File: src/rtl/smb_mon_slave.sv
`timescale 1ns/1ps
module smb_mon_slave #(
  parameter logic [4:0] ADDR_BASE = 5'b10001,
  parameter logic [6:0] MASS_ADDR = 7'h5F,
  parameter logic [6:0] ARA_ADDR  = 7'h0C,
  parameter logic [7:0] CTRL_RST  = 8'h10
) (
  input  logic       clk,
  input  logic       rst_n,
  input  logic       scl_in,
  input  logic       sda_in,
  output logic       sda_pull,
  input  logic [1:0] adr_sel,
  input  logic [7:0] fault_flags,
  input  logic [7:0] source_code,
  input  logic [7:0] adin_code,
  input  logic       fault_evt,
  output logic [7:0] ctrl_bits,
  output logic       alert_pull
);
  typedef enum logic [2:0] {S_IDLE = 3'd0, S_ADDR, S_CMD, S_WR, S_TX, S_IGN} st_t;

  logic [2:0] scl_sy, sda_sy;
  st_t        st;
  logic [3:0] cnt;
  logic       ackph, mph, mack, ara_q, wr_done, drive, pend;
  logic [7:0] shreg, txsh, cmd_q, ctrl_q, pin_q, rd_val;
  logic       rise, fall, start_c, stop_c, clr;
  logic [6:0] own;

  assign own     = {ADDR_BASE, adr_sel};
  assign rise    = scl_sy[1] & ~scl_sy[2];
  assign fall    = ~scl_sy[1] & scl_sy[2];
  assign start_c = scl_sy[1] & scl_sy[2] & ~sda_sy[1] & sda_sy[2];
  assign stop_c  = scl_sy[1] & scl_sy[2] & sda_sy[1] & ~sda_sy[2];
  assign clr     = (st == S_TX) && !ackph && !mph && fall && (cnt == 4'd8) && ara_q;

  assign sda_pull   = drive;
  assign ctrl_bits  = ctrl_q;
  assign alert_pull = pend | pin_q[6];

  always_comb begin
    case (cmd_q)
      8'h00:   rd_val = ctrl_q;
      8'h03:   rd_val = pin_q;
      8'h04:   rd_val = fault_flags;
      8'h05:   rd_val = source_code;
      8'h06:   rd_val = adin_code;
      default: rd_val = 8'h00;
    endcase
  end

  always_ff @(posedge clk or negedge rst_n) begin
    if (!rst_n) begin
      scl_sy <= 3'b111;
      sda_sy <= 3'b111;
      pend   <= 1'b0;
    end else begin
      scl_sy <= {scl_sy[1:0], scl_in};
      sda_sy <= {sda_sy[1:0], sda_in};
      pend   <= fault_evt | (pend & ~clr);
    end
  end

  always_ff @(posedge clk or negedge rst_n) begin
    if (!rst_n) begin
      st <= S_IDLE; cnt <= '0; ackph <= 1'b0; mph <= 1'b0; mack <= 1'b0;
      ara_q <= 1'b0; wr_done <= 1'b0; drive <= 1'b0;
      shreg <= '0; txsh <= '0; cmd_q <= '0; ctrl_q <= CTRL_RST; pin_q <= '0;
    end else if (start_c) begin
      st <= S_ADDR; cnt <= '0; ackph <= 1'b0; mph <= 1'b0; drive <= 1'b0; ara_q <= 1'b0;
    end else if (stop_c) begin
      st <= S_IDLE; ackph <= 1'b0; mph <= 1'b0; drive <= 1'b0;
    end else if (ackph) begin
      if (fall) begin
        ackph <= 1'b0;
        cnt   <= '0;
        drive <= (st == S_TX) ? ~txsh[7] : 1'b0;
      end
    end else begin
      case (st)
        S_ADDR, S_CMD, S_WR: begin
          if (rise) begin
            shreg <= {shreg[6:0], sda_sy[1]};
            cnt   <= cnt + 4'd1;
          end
          if (fall && cnt == 4'd8) begin
            if (st == S_ADDR) begin
              wr_done <= 1'b0;
              if (shreg[7:1] == own) begin
                drive <= 1'b1; ackph <= 1'b1;
                st    <= shreg[0] ? S_TX : S_CMD;
                txsh  <= rd_val;
              end else if (shreg[7:1] == MASS_ADDR && !shreg[0] && ctrl_q[4]) begin
                drive <= 1'b1; ackph <= 1'b1; st <= S_CMD;
              end else if (shreg[7:1] == ARA_ADDR && shreg[0] && pend) begin
                drive <= 1'b1; ackph <= 1'b1; st <= S_TX;
                txsh  <= {own, 1'b0}; ara_q <= 1'b1;
              end else begin
                st <= S_IGN;
              end
            end else if (st == S_CMD) begin
              cmd_q <= shreg; drive <= 1'b1; ackph <= 1'b1; st <= S_WR;
            end else begin
              drive <= 1'b1; ackph <= 1'b1;
              if (!wr_done) begin
                wr_done <= 1'b1;
                if (cmd_q == 8'h00) ctrl_q <= shreg;
                if (cmd_q == 8'h03) pin_q  <= shreg;
              end
            end
          end
        end
        S_TX: begin
          if (mph) begin
            if (rise) mack <= ~sda_sy[1];
            if (fall) begin
              mph <= 1'b0;
              if (mack) begin drive <= ~txsh[7]; cnt <= '0; end
              else st <= S_IGN;
            end
          end else begin
            if (rise) cnt <= cnt + 4'd1;
            if (fall && cnt != 4'd0) begin
              txsh <= {txsh[6:0], txsh[7]};
              if (cnt == 4'd8) begin drive <= 1'b0; mph <= 1'b1; end
              else drive <= ~txsh[6];
            end
          end
        end
        default: ;
      endcase
    end
  end
endmodule

File: config.mk
export PLATFORM = sky130hd
export DESIGN_NAME = smb_mon_slave
export DESIGN_NICKNAME = d
export VERILOG_FILES = /design/src/rtl/smb_mon_slave.sv
export SDC_FILE = /design/constraint.sdc
export NUM_CORES = 1
export LEC_CHECK = 0
export BUFFER_PORTS_ARGS = -buffer_cell sky130_fd_sc_hd__buf_2
export CAP_MARGIN = 20
export CORE_ASPECT_RATIO = 1.75
export CORE_MARGIN = 3
export CORE_UTILIZATION = 45
export CTS_CLUSTER_DIAMETER = 50
export DETAILED_ROUTE_END_ITERATION = 7
export GPL_TIMING_DRIVEN = 0
export SLEW_MARGIN = 30
export SYNTH_ARGS = -nofsm -noshare
export SYNTH_HDL_FRONTEND = slang
export SYNTH_SLANG_ARGS = --single-unit
File: constraint.sdc
create_clock -name clk -period 4.2 [get_ports clk]
set_input_delay 0.21 -clock clk [delete_from_list [all_inputs] [get_ports clk]]
set_output_delay 0.21 -clock clk [all_outputs]
set_load 0.01 [all_outputs]
==> impl_results.md <==
* First-pass GRT wire length at 13.3 mm
* Hold-fix buffers, CTS at 3
* Sequential area share after synthesis at 45.0%
* Pre-CTS setup slack at 1900 ps
* Antenna cells at 0
* Starting Density at 46.4%
* Worst path cell trace: inv_1 -> ha_1 -> nand3b_1 -> nor3_2 -> nand2_1 -> nor2_4 -> mux2_2
* #FFs+latches synth at 60
* Clock transition at path regs at 50 ps
* Routed length per placed instance at 18.1 µm
* Ys async rst share at 100%
* Final-report setup violation count at 0
* Fin crit share at 55.8%
* Least-Margin Pin Slew at 758 ps
* DRT Wirelength at 7.95 mm
* Chip width at 71.3 µm
* CP Data Required Time at 4420 ps
* # clock sinks at 60
* Worst skew pair latency at 330 ps
* R2r setup slk at 1860 ps
* Crit Reg-Reg Startpoint: cnt[0]$_DFFE_PN0P_
* Final Skew at 7.34 ps
* Fmax at 427 MHz
* Root Buffer: clkbuf_16
* Final WS setup at 1860 ps
* Nets at 380
* Worst Path Max Fanout at 8
* Synth Instances at 293
* H-Tree Depth at 3
* DRT iter0 DRCs at 166
* Most common cell after layout, fill and taps aside: dfrtp_1
* Routed vias at 2538
* CTS Buffer Depth at 2
* # Max-Cap Violations at 0
* CTS resizes at 0
* Slew HR at 49.5%
* Max incr delay on CP at 410 ps
* Row cnt at 41
* Yosys Warn Count at 0
* Syn_area_per_cell at 11.5 µm²
* Core footprint at 0.00723 mm²
* Post-synth EDFFs at 0
* Post-CTS Setup Repair Bufs at 0
* Startpoint types: flop
* Synth unique cells at 65
* Crit path kind: reg2reg
* DR vias/cell at 5.79
* Die Ht at 120 µm
* Synth Net Count at 326
* Initial antenna violation count at 0
* Critical Path AT at 2560 ps
* R2R Path End: cmd_q[6]$_DFFE_PN0P_
* Hold depth at 2
* Top FF cell, synth: dfrtp_1
* # DRC at 0
* Slowest-stage cell, CP: dfrtp_1
* Status: complete, no violations
* I/O pin cnt at 41
* TritonCTS Buffers at 9
* Drt pass-1 iters at 4
* RSZ-0062 raised after global routing: no
* CP Buf/Inv Count at 1
* Leak at 1.85 nW
* Vias in the first global route at 2634
* CP top delay family: simple AND/OR/NAND/NOR gates
* Min-Delay Endpoint: pend$_DFF_PN0_
* Critical Path Sink Type: flop
* Power per standard cell area at 456 mW/mm²
* Min-delay worst type: in2reg
* Setup TNS at 0 ps
* Most frequent cells in the layout: dfrtp_1 (53), buf_2 (44), mux2_2 (31)
* Area grow syn2layout at 19.9%
* Hold Crit Start: fault_evt
* Final min period at 2340 ps
* ANT nets after route at 0
* Final HPWL DP at 5.86 mm
* Fraction of layout cells with a size suffix above 1 at 36.1%
* Worst Reg-to-Reg Cells at 7
* GPL Wtd Cong at 0.771
* VDD IR-drop max at 0.273 mV
* IO Port Bufs at 40
* Slew Viols, Final at 0
* Mapped Area at 0.00336 mm²
* Largest net degree at the start of global routing at 61
* CTS tree: built
* Full die area at 0.00858 mm²
* Tot GR Track Use at 20.3%
* GRT Residual Overflow at 0
* Final hold violation count at 0
-- per-layer routing --
metal  GRT usage [%]  up-vias  routed length [µm]
li1                -     1209                   -
met1            23.0     1276                3190
met2            35.2       36                4350
met3            3.66       17                 184
met4            11.3        0                 221
met5               0        -                   0
-- cells by family (layout without fill, tap and decap cells) --
family | Yosys count | count (layout) | share of synthesized area, %
buffers and inverters | 29 | 88 | 4.10
AO/OA/AOI/OAI | 55 | 55 | 12.7
flip-flops | 60 | 60 | 45.0
XOR/XNOR | 7 | 7 | 1.83
adder cells (fa/ha/maj) | 2 | 2 | 0.745
AND/OR/NAND/NOR | 90 | 90 | 19.0
multiplexers | 50 | 50 | 16.6
-- flip-flops by register name, indices dropped and copies added, names as in the netlist, 3 cells and up --
name / count
st: 3
cnt: 4
ctrl_bits: 8
scl_sy: 3
cmd_q: 8
txsh: 8
sda_sy: 3
shreg: 8
pin_q: 8
-- power breakdown --
group | switching (mW) | internal (mW) | leakage [nW] | total [mW]
clock network | 0.255 | 0.550 | 0.159 | 0.805
registers | 0.120 | 0.648 | 0.781 | 0.768
logic | 0.135 | 0.130 | 0.909 | 0.265
-- worst max path at each step --
stage / start / to / slack, ps / cells after the start
floorplan: cnt[0]$_DFFE_PN0P_ / cmd_q[0]$_DFFE_PN0P_ / 2270 / 7
global placement: cnt[0]$_DFFE_PN0P_ / cmd_q[2]$_DFFE_PN0P_ / 1890 / 7
detailed placement: cnt[0]$_DFFE_PN0P_ / cmd_q[4]$_DFFE_PN0P_ / 1900 / 7
CTS: cnt[0]$_DFFE_PN0P_ / cmd_q[6]$_DFFE_PN0P_ / 1880 / 7
global route: cnt[0]$_DFFE_PN0P_ / cmd_q[0]$_DFFE_PN0P_ / 1710 / 7
finish: cnt[0]$_DFFE_PN0P_ / cmd_q[6]$_DFFE_PN0P_ / 1860 / 7
-- Yosys cell counts, types with 4 or more instances --
| cell | count | share of area [%] |
|---|---|---|
| mux2_2 | 31 | 10 |
| nor2_1 | 13 | 1.5 |
| dfrtp_1 | 53 | 39 |
| a31oi_1 | 4 | 0.75 |
| mux2_1 | 7 | 2.3 |
| o21ai_0 | 9 | 1.3 |
| inv_1 | 16 | 1.8 |
| nand2_1 | 20 | 2.2 |
| xor2_1 | 6 | 1.6 |
| buf_2 | 5 | 0.75 |
| nand3_1 | 7 | 1.0 |
| o221ai_1 | 8 | 2.1 |
| nor3_1 | 5 | 0.75 |
| dfstp_2 | 7 | 5.5 |
| a221o_1 | 6 | 1.8 |
| mux2i_1 | 10 | 3.0 |
| nand4_1 | 5 | 0.93 |
-- area by class of cell --
cell class / count / area [µm²]
clock buffer: 12 / 256
clock inverter: 4 / 72.6
buffer: 12 / 73.8
tap: 86 / 108
inverter: 17 / 63.8
sequential: 60 / 1510
fill: 656 / 3210
multi-input combinational: 204 / 1710
timing repair buffer: 43 / 233
-- through the flow --
| step | std cells | total power [mW] | hold slack [ps] | utilization, % | instance area, µm² |
|---|---|---|---|---|---|
| floorplan | 293 | 0.930 | -85.6 | - | 3360 |
| global placement | 419 | 1.04 | 315 | 50.7 | 3670 |
| detailed placement | 419 | 1.04 | 318 | 50.7 | 3670 |
| CTS | 438 | 1.86 | 73.6 | 55.7 | 4030 |
| global route | 438 | 1.92 | 83.2 | 55.7 | 4030 |
| finish | 438 | 1.84 | 75.5 | 55.7 | 4030 |
(Power assumes the default switching activity.)
